<file path="src/rtl/flash_word_prog.sv">
module flash_word_prog #(
  parameter int AW       = 6,
  parameter int DW       = 16,
  parameter int BLKS     = 4,
  parameter int PROG_CYC = 8
) (
  input  logic            clk,
  input  logic            rst_n,
  input  logic            we_n,
  input  logic [AW-1:0]   addr,
  input  logic [DW-1:0]   din,
  input  logic            vpen,
  input  logic [BLKS-1:0] lock,
  output logic [DW-1:0]   dout,
  output logic            rdy
);
  localparam int DEPTH = 1 << AW;
  localparam int BW    = $clog2(BLKS);
  localparam int CW    = $clog2(PROG_CYC + 1);

  typedef enum logic [1:0] {S_IDLE, S_ARM, S_BUSY} st_t;

  st_t           st;
  logic          rd_stat, we_q, vfail;
  logic          e_prog, e_vpp, e_lock;
  logic [CW-1:0] cnt;
  logic [AW-1:0] a_q;
  logic [DW-1:0] d_q;
  logic [DW-1:0] mem [DEPTH] = '{default: '1};
  logic [7:0]    sr;

  wire          wr_ev = we_n & ~we_q;
  wire [7:0]    cmd   = din[7:0];
  wire [BW-1:0] blk   = addr[AW-1 -: BW];
  wire          busy  = (st == S_BUSY);
  wire          done  = busy && (cnt == '0);
  wire          commit = done && vpen && !vfail;
  wire [DW-1:0] cur_word = mem[a_q];

  assign sr   = {~busy, 2'b00, e_prog, e_vpp, 1'b0, e_lock, 1'b0};
  assign rdy  = ~busy;
  assign dout = rd_stat ? {{(DW-8){1'b0}}, sr} : (busy ? ~mem[addr] : mem[addr]);

  always_ff @(posedge clk) begin
    if (!rst_n) begin
      st      <= S_IDLE;
      rd_stat <= 1'b0;
      we_q    <= 1'b1;
      vfail   <= 1'b0;
      e_prog  <= 1'b0;
      e_vpp   <= 1'b0;
      e_lock  <= 1'b0;
      cnt     <= '0;
    end else begin
      we_q <= we_n;
      case (st)
        S_IDLE: if (wr_ev) begin
          case (cmd)
            8'h40: begin st <= S_ARM; rd_stat <= 1'b1; end
            8'h70: rd_stat <= 1'b1;
            8'hFF: rd_stat <= 1'b0;
            8'h50: begin e_prog <= 1'b0; e_vpp <= 1'b0; e_lock <= 1'b0; end
            default: ;
          endcase
        end
        S_ARM: if (wr_ev) begin
          if (lock[blk] || !vpen) begin
            e_prog <= 1'b1;
            if (lock[blk]) e_lock <= 1'b1;
            if (!vpen)     e_vpp  <= 1'b1;
            st <= S_IDLE;
          end else begin
            st    <= S_BUSY;
            cnt   <= CW'(PROG_CYC - 1);
            vfail <= 1'b0;
          end
        end
        S_BUSY: begin
          if (!vpen) vfail <= 1'b1;
          if (wr_ev && cmd == 8'h70) rd_stat <= 1'b1;
          if (wr_ev && cmd == 8'hFF) rd_stat <= 1'b0;
          if (cnt == '0) begin
            st <= S_IDLE;
            if (vfail || !vpen) begin
              e_prog <= 1'b1;
              e_vpp  <= 1'b1;
            end
          end else begin
            cnt <= cnt - 1'b1;
          end
        end
        default: st <= S_IDLE;
      endcase
    end
  end

  always_ff @(posedge clk)
    if (st == S_ARM && wr_ev) begin
      a_q <= addr;
      d_q <= din;
    end

  always_ff @(posedge clk)
    if (busy && (!rst_n || commit))
      mem[a_q] <= cur_word & d_q;

  p_err_pair_r6: assert property (@(posedge clk) disable iff (!rst_n)
    (e_vpp || e_lock) |-> e_prog);

  p_sticky_r7: assert property (@(posedge clk) disable iff (!rst_n)
    (e_prog && !(st == S_IDLE && wr_ev && cmd == 8'h50)) |=> e_prog);

  p_lock_block_r5: assert property (@(posedge clk) disable iff (!rst_n)
    (st == S_ARM && wr_ev && lock[blk]) |=> (rdy && e_lock && st == S_IDLE));

  p_enter_busy_r3: assert property (@(posedge clk) disable iff (!rst_n)
    (st == S_ARM && wr_ev && !lock[blk] && vpen) |=> (!rdy && rd_stat));

  p_clear_only_r2: assert property (@(posedge clk) disable iff (!rst_n)
    commit |=> (mem[$past(a_q)] == ($past(cur_word) & $past(d_q))));
endmodule

</file>
<file path="config.mk">
export PLATFORM = sky130hd
export DESIGN_NAME = flash_word_prog
export DESIGN_NICKNAME = d
export VERILOG_FILES = /design/src/rtl/flash_word_prog.sv
export SDC_FILE = /design/constraint.sdc
export NUM_CORES = 1
export LEC_CHECK = 0
export BUFFER_PORTS_ARGS = -buffer_cell sky130_fd_sc_hd__buf_2
export CORE_AREA = 2 2 334 336
export CTS_CLUSTER_DIAMETER = 30
export DETAILED_ROUTE_END_ITERATION = 6
export DIE_AREA = 0 0 336 338
export GPL_ROUTABILITY_DRIVEN = 0
export PLACE_DENSITY = 0.58
export RECOVER_POWER = 50
export SYNTH_ARGS = -nofsm -noshare
export SYNTH_HDL_FRONTEND = slang
export SYNTH_SLANG_ARGS = --single-unit
</file>
<file path="constraint.sdc">
create_clock -name clk -period 5.15 [get_ports clk]
set_input_delay 0.7725 -clock clk [delete_from_list [all_inputs] [get_ports clk]]
set_output_delay 0.7725 -clock clk [all_outputs]
set_load 0.02 [all_outputs]
</file>
# --- Yosys cells after proc, flatten, opt, wreduce, memory -nomap -nowiden ---
# Memories as Yosys holds them, arrays and structs flattened. A register that Yosys moved wholly into a read port is not among the register bits.
# Index checks and enable logic that the tools add are counted.
word_totals:
  reg_bits: 34
  wordCells: 105
  mem_count: 1
  ramBits: 1024
  input_bits: 30
  output_inout_bits: 17
classes:
  n_eq_ne: 20
  n_mux: 40
  bitwise: 5
  n_reduce_logical: 27
  n_addsub: 1
  magnitude_cmp: 1
mem_list:
  columns: ["name", "depth", "word_bits", "rd", "rd_clocked_by_memory_dff", "wr", "line_no", "rtl"]
  rows:
  - ["mem", 64, 16, 2, 1, 1, "29", "logic [DW-1:0] mem [DEPTH] = '{default: '1};"]
ops:
  columns: ["op", "count"]
  rows:
  - ["16-bit 2-to-1 mux", 2]
  - ["8-bit by 7-bit == test with 1-bit output (second input constant)", 3]
  - ["1-bit 2-to-1 mux", 20]
  - ["16-bit bitwise AND", 1]
  - ["2-bit inequality test (second input constant)", 8]
  - ["16-bit inverter", 1]
  - ["4-bit AND reduction", 4]
  - ["4-bit 2-to-1 mux", 3]
  - ["2-bit 2-to-1 mux", 5]
  - ["8-bit == test (second input constant)", 1]
  - ["2-bit by 1-bit inequality test with 1-bit output (second input constant)", 4]
  - ["1-bit one-hot mux with 2 select lines", 4]
  - ["4-bit one-hot mux with 2 select lines", 1]
  - ["8-bit AND reduction", 1]
  - ["1-bit logical AND", 7]
  - ["7-bit AND reduction", 1]
  - ["6-bit 2-to-1 mux", 1]
  - ["1-bit one-hot mux with 3 select lines", 2]
  - ["2-bit one-hot mux with 3 select lines", 1]
  - ["6-bit AND reduction", 1]
  - ["2-bit nonzero test", 3]
  - ["4-bit logical NOT", 1]
  - ["4-bit by 1-bit subtractor with 4-bit output (second input constant)", 1]
  - ["1-bit logical NOT", 3]
  - ["12 further kinds", 15]

# --- Logic depth before layout (Yosys ltp) ---
# Gate-level depths: netlist of run 1.
logic_depth:
  ltp_word: 8
  ltp_mapped: 10
  depth_no_buf: 8

# --- Worst setup path before layout of run 1 ---
# Ideal clock, no wire load.
synth_timing:
  path_type: "input -> output"
  start: "input addr[0]"
  end: "output dout[10]"
  t_required_ps: 4378
  slack_ps: 1287
  cell_stages: 8
  t_arrival_ps: 3091
  cell_sequence: "clkbuf_1 > buf_2 > buf_2 > mux4_2 > a22oi_1 > a21oi_1 > nor4_1 > mux2i_1"
synth_via:
  elab_chain_len: 4
synth_lines:
  columns: ["item", "line_no", "rtl"]
  rows:
  - ["from (decl)", "10", "input logic [AW-1:0] addr,"]
  - ["memory read 64 x 16 bit *", null, null]
  - ["16-bit inverter", "42", "assign dout = rd_stat ? {{(DW-8){1'b0}}, sr} : (busy ? ~mem[addr] : mem[addr]);"]
  - ["16-bit 2-to-1 mux * (2 in series)", "42", null]
  - ["to (decl)", "14", "output logic [DW-1:0] dout,"]
# Every way passes the cells marked *; elsewhere a longest branch is shown, timed or not.

# --- Worst setup path after layout of run 1 ---
layout_timing:
  start: "input addr[4]"
  end: "output dout[3]"
# The elaborated chain is that of the path after synthesis.

==> results by group, run 1 <==
Synthesis
  – Post-synth EDFFs: 1046
  – Synth area leaders: edfxtp_1 64%, mux4_2 26%, a22oi_1 1.6%
  – Count leader, synth: edfxtp_1
  – Seq/Total Area, Yosys: 0.648
  – Post-synth top area cell: edfxtp_1
  – Ys async rst share: 0
  – Synth cell count leaders: 1046 x edfxtp_1, 569 x mux4_2, 103 x a22oi_1
  – Number of synthesized register bits: about 1100
  – Post-synthesis instance total: 2365
  – YS warnings: 0
  – Area of the mapped netlist: 0.0490 mm^2
  – Syn_area_per_cell: 20.7 um^2
  – Yosys top cell area share: 0.641
  – Syn_nets: 2400
  – Dominant synthesized flop cell: edfxtp_1
  – Yosys cell types: 56

Critical path
  – R2R setup slack: ~0.34 ns
  – CP max FO: 15
  – Worst setup EP type: primary output
  – Reg2reg path depth: 6
  – WS Path Type: in -> out
  – Required @ worst endpoint: 4.38 ns
  – CP startpoint kind: primary input
  – WP data arrival: 4.43 ns

Timing
  – Period utilization: 1.01
  – Rel. slew slack: -0.817
  – Fin. max-slew vios: approximately 840
  – Tightest Pin Transition: ~2.7 ns
  – Final Hold Violating Endpoints: 0
  – Final hold slack: 0.162 ns
  – Fmax: 0.192 GHz
  – Minimum clock period: 5.20 ns
  – Setup-failing EPs final: 1
  – Fin worst setup slack: -0.0547 ns
  – Clk_skew: 0.0320 ns
  – RSZ-0062 raised after global routing: no

Global route
  – Global-route wire length before repair: approximately 220000 um
  – GRT Total Usage: 0.275
  – Met1 usage: 0.367
  – Largest net degree at the start of global routing: 65
  – Via count of the first global-routing pass: around 29000
  – Grt ovf: 0
  – M2 GR Usage: 0.442
  – Gr busiest metal: met2
  – Met3 GRT Util: 0.0672
  – Initial antenna violation count: 5

Die
  – Die height: 338 um
  – Die area: between 0.1 and 0.15 mm^2
  – Die width: 336 um
  – I/O pin cnt: 47
  – Starting Density: 0.445
  – Row count: 122
  – Core area: 0.110 mm^2

Clock network
  – Clock transition at path regs: approximately 0.05 ns
  – Root buffer cell: clkbuf_16
  – CTS Buffer Depth: 3
  – Clock net sink count: 1064
  – Cts bufs inserted: 232
  – TritonCTS clock tree: yes
  – Worst-Skew Late Latency: roughly 0.8 ns
  – Hold_buf cts: 0
  – Setup bufs post-CTS: 0
  – H-tree lvl count: 4

Routing
  – Total Wirelength: 153000 um
  – Iter 0 DRT Violations: 3455
  – Initial DRT Pass Iterations: 6
  – Post-route ant nets: 0
  – Residual DRC: 0
  – Wirelength per Cell: ~36 um
  – Via Count: between 20000 and 30000
  – Via density: 6.51

Min path
  – Worst hold path type: in -> reg
  – Hold depth: 1

Status
  – Failing checks: capacitance limit, slew limit, setup timing
  – Status: finished with violations

Place
  – Placed cell area: roughly 0.052 mm^2
  – Inst Count DP: 3862
  – Post-DP HPWL: 91400 um
  – I/O Buffers: 46

Layout
  – Finished Cell Area: 0.0596 mm^2
  – Syn-to-layout area delta: 21.6%
  – Total of fill cells in the finished design: around 8300
  – Share of cells above drive strength 1: 0.426
  – Final Non-Filler Cells: 4303
  – Final #Nets: around 2600

Flow run
  – MaxCap Viol Count: a little under 50

Power
  – Pwr/cell area: 418 mW/mm^2
  – Pleak: about 19 nW
  – Maximum vdd ir drop: roughly 0.35 mV
state kept, by name, summed over array words and instances (netlist names), named ones only:
signal and flops:
e_lock 1, a_q 6, cnt 4, vfail 1
mem 1024, e_prog 1, st 2, rd_stat 1
d_q 16, e_vpp 1, we_q 1
cell usage in the layout (no fill, tap or decap), drive strengths merged, types with 3 or more instances in the layout:
cell type / instances
edfxtp: 1046
mux4: 569
clkbuf: 302
buf: 148
clkinv: 104
a22oi: 103
nor2: 86
a21oi: 55
mux2i: 51
nand2: 51
clkinvlp: 33
bufinv: 32
mux2: 28
inv: 28
dfxtp: 18
nor4: 16
o211a: 16
o21ai: 13
nor2b: 10
nand2b: 9
nand3: 8
nor3: 7
diode: 5
nand3b: 5
nor3b: 5
a221oi: 5
or3: 5
ha: 5
or2: 5
and3b: 4
a31oi: 4
xnor2: 3
a211oi: 3
a32oi: 3
or3b: 3
nand4: 3
power by group:
part	leakage [nW]	internal (mW)	switching (mW)	total, mW
logic	5.75	0.303	0.426	0.729
clock network	3.79	9.86	4.92	14.8
registers	9.67	9.39	0.000385	9.39
repair_timing:
item,4_1_cts,5_1_grt
endpoints found under the setup margin,0,1
hold endpoints to repair,0,0
resized for setup,0,1
layer usage:
| layer | vias to the layer above | part of all wire | routed length [um] |
|---|---|---|---|
| met2 | 1618 | 0.48 | 73800 |
| met4 | 4 | 0.037 | 5750 |
| met3 | 300 | 0.099 | 15200 |
| li1 | 10984 | - | - |
| met5 | - | 0.00016 | 25 |
| met1 | 15086 | 0.38 | 58800 |
critical path: stages:
cell and delay (ns):
clkbuf_1 1.10, inv_1 0.60, nand2_1 0.26, nor3_1 0.08
nor4_1 0.85, or3b_2 0.26, o211ai_1 0.21, buf_2 0.27
final cells by class:
| class | count | area [um^2] | share of cell area |
|---|---|---|---|
| Antenna cell | 5 | 12.5 | 0.000210 |
| Clock buffer | 252 | 5900 | 0.0990 |
| Clock inverter | 184 | 2030 | 0.0340 |
| Inverter | 13 | 48.8 | 0.000818 |
| Multi-Input combinational cell | 1099 | 16500 | 0.276 |
| Sequential cell | 1064 | 31800 | 0.533 |
| Tap cell | 1488 | 1860 | 0.0312 |
| Timing Repair Buffer | 198 | 1540 | 0.0257 |
logic make-up after synthesis:
logic type | after synthesis | synth area share
AND/OR/NAND/NOR | 220 | 0.0213
adder cells (fa/ha/maj) | 5 | 0.00128
multiplexers | 648 | 0.278
AO/OA/AOI/OAI | 223 | 0.0323
flip-flops | 1064 | 0.648
XOR/XNOR | 3 | 0.000536
buffers and inverters | 202 | 0.0184
through the flow:
stage / power (mW) / util / setup WS (ns) / setup TNS [ns]
5_1_grt: 25.5 / 0.542 / 0.0894 / 0
3_5_place_dp: 10.3 / 0.473 / 0.140 / 0
4_1_cts: 25.0 / 0.545 / 0.124 / 0
2_1_floorplan: 9.99 / - / 1.29 / 0
3_3_place_gp: 10.3 / 0.473 / 0.192 / 0
6_report: 24.9 / 0.542 / -0.0547 / -0.0547
path summary, 6_finish.rpt:
| check | from | to |
|---|---|---|
| min | din[11] | d_q[11] |
| min reg2reg | vfail | vfail |
| max reg2reg | flip-flop | mem[48][4] |
| max | addr[4] | dout[3] |
No activity file was read; power rests on OpenSTA's default activity.
==> run 2, diff against run 1 <==
--- a/config.mk
+++ b/config.mk
@@ -6,10 +6,10 @@
 export NUM_CORES = 1
 export LEC_CHECK = 0
 export BUFFER_PORTS_ARGS = -buffer_cell sky130_fd_sc_hd__buf_2
-export CORE_AREA = 2 2 334 336
+export CORE_AREA = 2 2 318 352
 export CTS_CLUSTER_DIAMETER = 30
 export DETAILED_ROUTE_END_ITERATION = 6
-export DIE_AREA = 0 0 336 338
+export DIE_AREA = 0 0 320 354
 export GPL_ROUTABILITY_DRIVEN = 0
 export PLACE_DENSITY = 0.58
 export RECOVER_POWER = 50
==> run 2 against run 1 <==
- the run ends with capacitance limit, slew limit left
- cell area decreased by 1.6%
- sequential share of layout area increased by 0.87 points
- worst hold slack got worse by 0.014 ns
- sequential power about the same
- critical path depth unchanged
- cell count is 2.9% lower
- global-route usage shrank 0.34 points
- non-clock buffer count is 5 higher
- first-iteration DRC count up 3.8%
- maximum frequency increased by 6.7%
- register-to-register slack improved by 0.10 ns
- clock power decreased by 11%
- critical path type unchanged
==> results by group, run 2 (synthesis results as in run 1) <==
Status
  – Status: finished with violations
  – Failing checks: capacitance limit, slew limit

Layout
  – Final #Nets: 2614
  – Total of fill cells in the finished design: 8476
  – Max reg flops: approximately 1000
  – Area of the multi-input gates: 0.0165 mm^2
  – Biggest regs: mem: 1024 flops, d_q: 16 flops, a_q: 6 flops
  – Finished Cell Area: 0.0587 mm^2
  – Final Non-Filler Cells: 4180
  – Syn-to-layout area delta: 19.7%
  – Share of cells above drive strength 1: 0.416
  – Most frequent cells in the layout: 1046 x edfxtp_1, 569 x mux4_2, 198 x clkbuf_16, 103 x a22oi_1, 79 x buf_4
  – Register area: 0.0318 mm^2
  – Top reg by flops: mem
  – Commonest non-fill, non-tap cell in the layout: edfxtp_1

Clock network
  – CTS Buffer Depth: 3
  – Setup bufs post-CTS: 0
  – Cts bufs inserted: around 200
  – TritonCTS clock tree: yes
  – Clock net sink count: between 1000 and 1500
  – Clock transition at path regs: 0.05 ns
  – Hold_buf cts: 0
  – Post-CTS Resized: 0
  – H-tree lvl count: 4
  – Worst-Skew Late Latency: 0.81 ns
  – Root buffer cell: clkbuf_16

Power
  – Total power: 23.3 mW
  – Pwr/cell area: 398 mW/mm^2
  – Maximum vdd ir drop: 0.373 mV
  – Pleak: 18.7 nW

Flow run
  – MaxCap Viol Count: 55

Timing
  – Final Hold Violating Endpoints: 0
  – Minimum clock period: 4.88 ns
  – Fin. max-slew vios: just under 900
  – Fmax: 0.205 GHz
  – Clk_skew: 0.0320 ns
  – Rel. slew slack: -0.889
  – RSZ-0062 raised after global routing: no
  – Tightest Pin Transition: 2.82 ns
  – Setup-failing EPs final: 0
  – TNS Setup: 0 ns
  – Period utilization: 0.947
  – Final hold slack: 0.149 ns

Global route
  – Via count of the first global-routing pass: 28623
  – Gr busiest metal: met2
  – Met3 GRT Util: 0.0646
  – Grt ovf: 0
  – Met1 usage: 0.362
  – Initial antenna violation count: 4
  – Largest net degree at the start of global routing: 72
  – GRT Total Usage: 0.271
  – M2 GR Usage: 0.426
  – Global-route wire length before repair: 214000 um

Die
  – Die width: approximately 320 um
  – I/O pin cnt: 47
  – Die area: 0.113 mm^2
  – Core area: 0.110 mm^2
  – Starting Density: 0.446
  – Row count: 128
  – Die height: 354 um

Routing
  – Wirelength per Cell: 36.3 um
  – Total Wirelength: 152000 um
  – Residual DRC: 0
  – Post-route ant nets: 0
  – Initial DRT Pass Iterations: 5
  – Via Count: 27680
  – Via density: 6.62
  – Iter 0 DRT Violations: 3588

Place
  – Inst Count DP: 3809
  – I/O Buffers: 46
  – Post-DP HPWL: 90600 um
  – Placed cell area: about 0.052 mm^2

Min path
  – Worst hold path type: in -> reg

Critical path
  – Worst setup EP type: primary output
  – Required @ worst endpoint: between 4 and 5 ns
  – CP startpoint kind: primary input
  – WP data arrival: 4.10 ns
  – WS Path Type: in -> out
  – CP max FO: 15
==> run 2: cell count changes in the layout (fill, tap and decap cells not counted), sizes merged <==
| cell | previous run | this run |
|---|---|---|
| inv | 28 | 37 |
| bufinv | 32 | 26 |
| diode | 5 | 4 |
| clkbuf | 302 | 275 |
| clkinvlp | 33 | 32 |
| buf | 148 | 146 |
| clkinv | 104 | 67 |
==> run 2: worst max-delay path: stages <==
cell,delay (ns)
clkbuf_1,0.86
nand2_1,0.69
a221oi_1,0.55
a22oi_1,0.16
o221a_2,0.32
a222oi_1,0.32
o211ai_1,0.20
buf_2,0.21
==> run 2: metal layers <==
| metal | wire length (um) | share of wire |
|---|---|---|
| met2 | 72600 | 0.48 |
| met5 | 0 | 0 |
| met3 | 14300 | 0.094 |
| met4 | 6970 | 0.046 |
| met1 | 57800 | 0.38 |
==> run 2: path summary, 6_finish.rpt <==
path           start           to  slack (ns)  depth (start not counted)
min reg2reg   e_lock       e_lock        0.50                          2
max reg2reg   cnt[0]  mem[34][10]        0.44                          7
max          addr[4]      dout[3]        0.27                          8
min          din[10]      d_q[10]        0.15                          1
==> run 2: through the flow <==
| stage | utilization | setup WS (ns) |
|---|---|---|
| floorplan | - | 1.29 |
| global placement | 0.475 | 0.460 |
| detailed placement | 0.475 | 0.463 |
| CTS | 0.537 | 0.448 |
| global route | 0.534 | 0.177 |
| finish | 0.534 | 0.273 |
==> run 2: cell type report <==
type	count	share of cell area
diodes	4	0.000171
clock buffers	218	0.0862
clock inverters	149	0.0313
inverters	13	0.000831
multi-input cells	1099	0.281
flip-flops and latches	1064	0.542
well taps	1430	0.0305
repair buffers	203	0.0288
==> run 2: power breakdown <==
group	total, mW	switching, mW	internal, mW	leakage (nW)
Sequential	9.38	0.000404	9.38	9.67
Combinational	0.752	0.436	0.316	5.78
Clock	13.2	4.72	8.49	3.26
Total	23.3	5.15	18.2	18.7
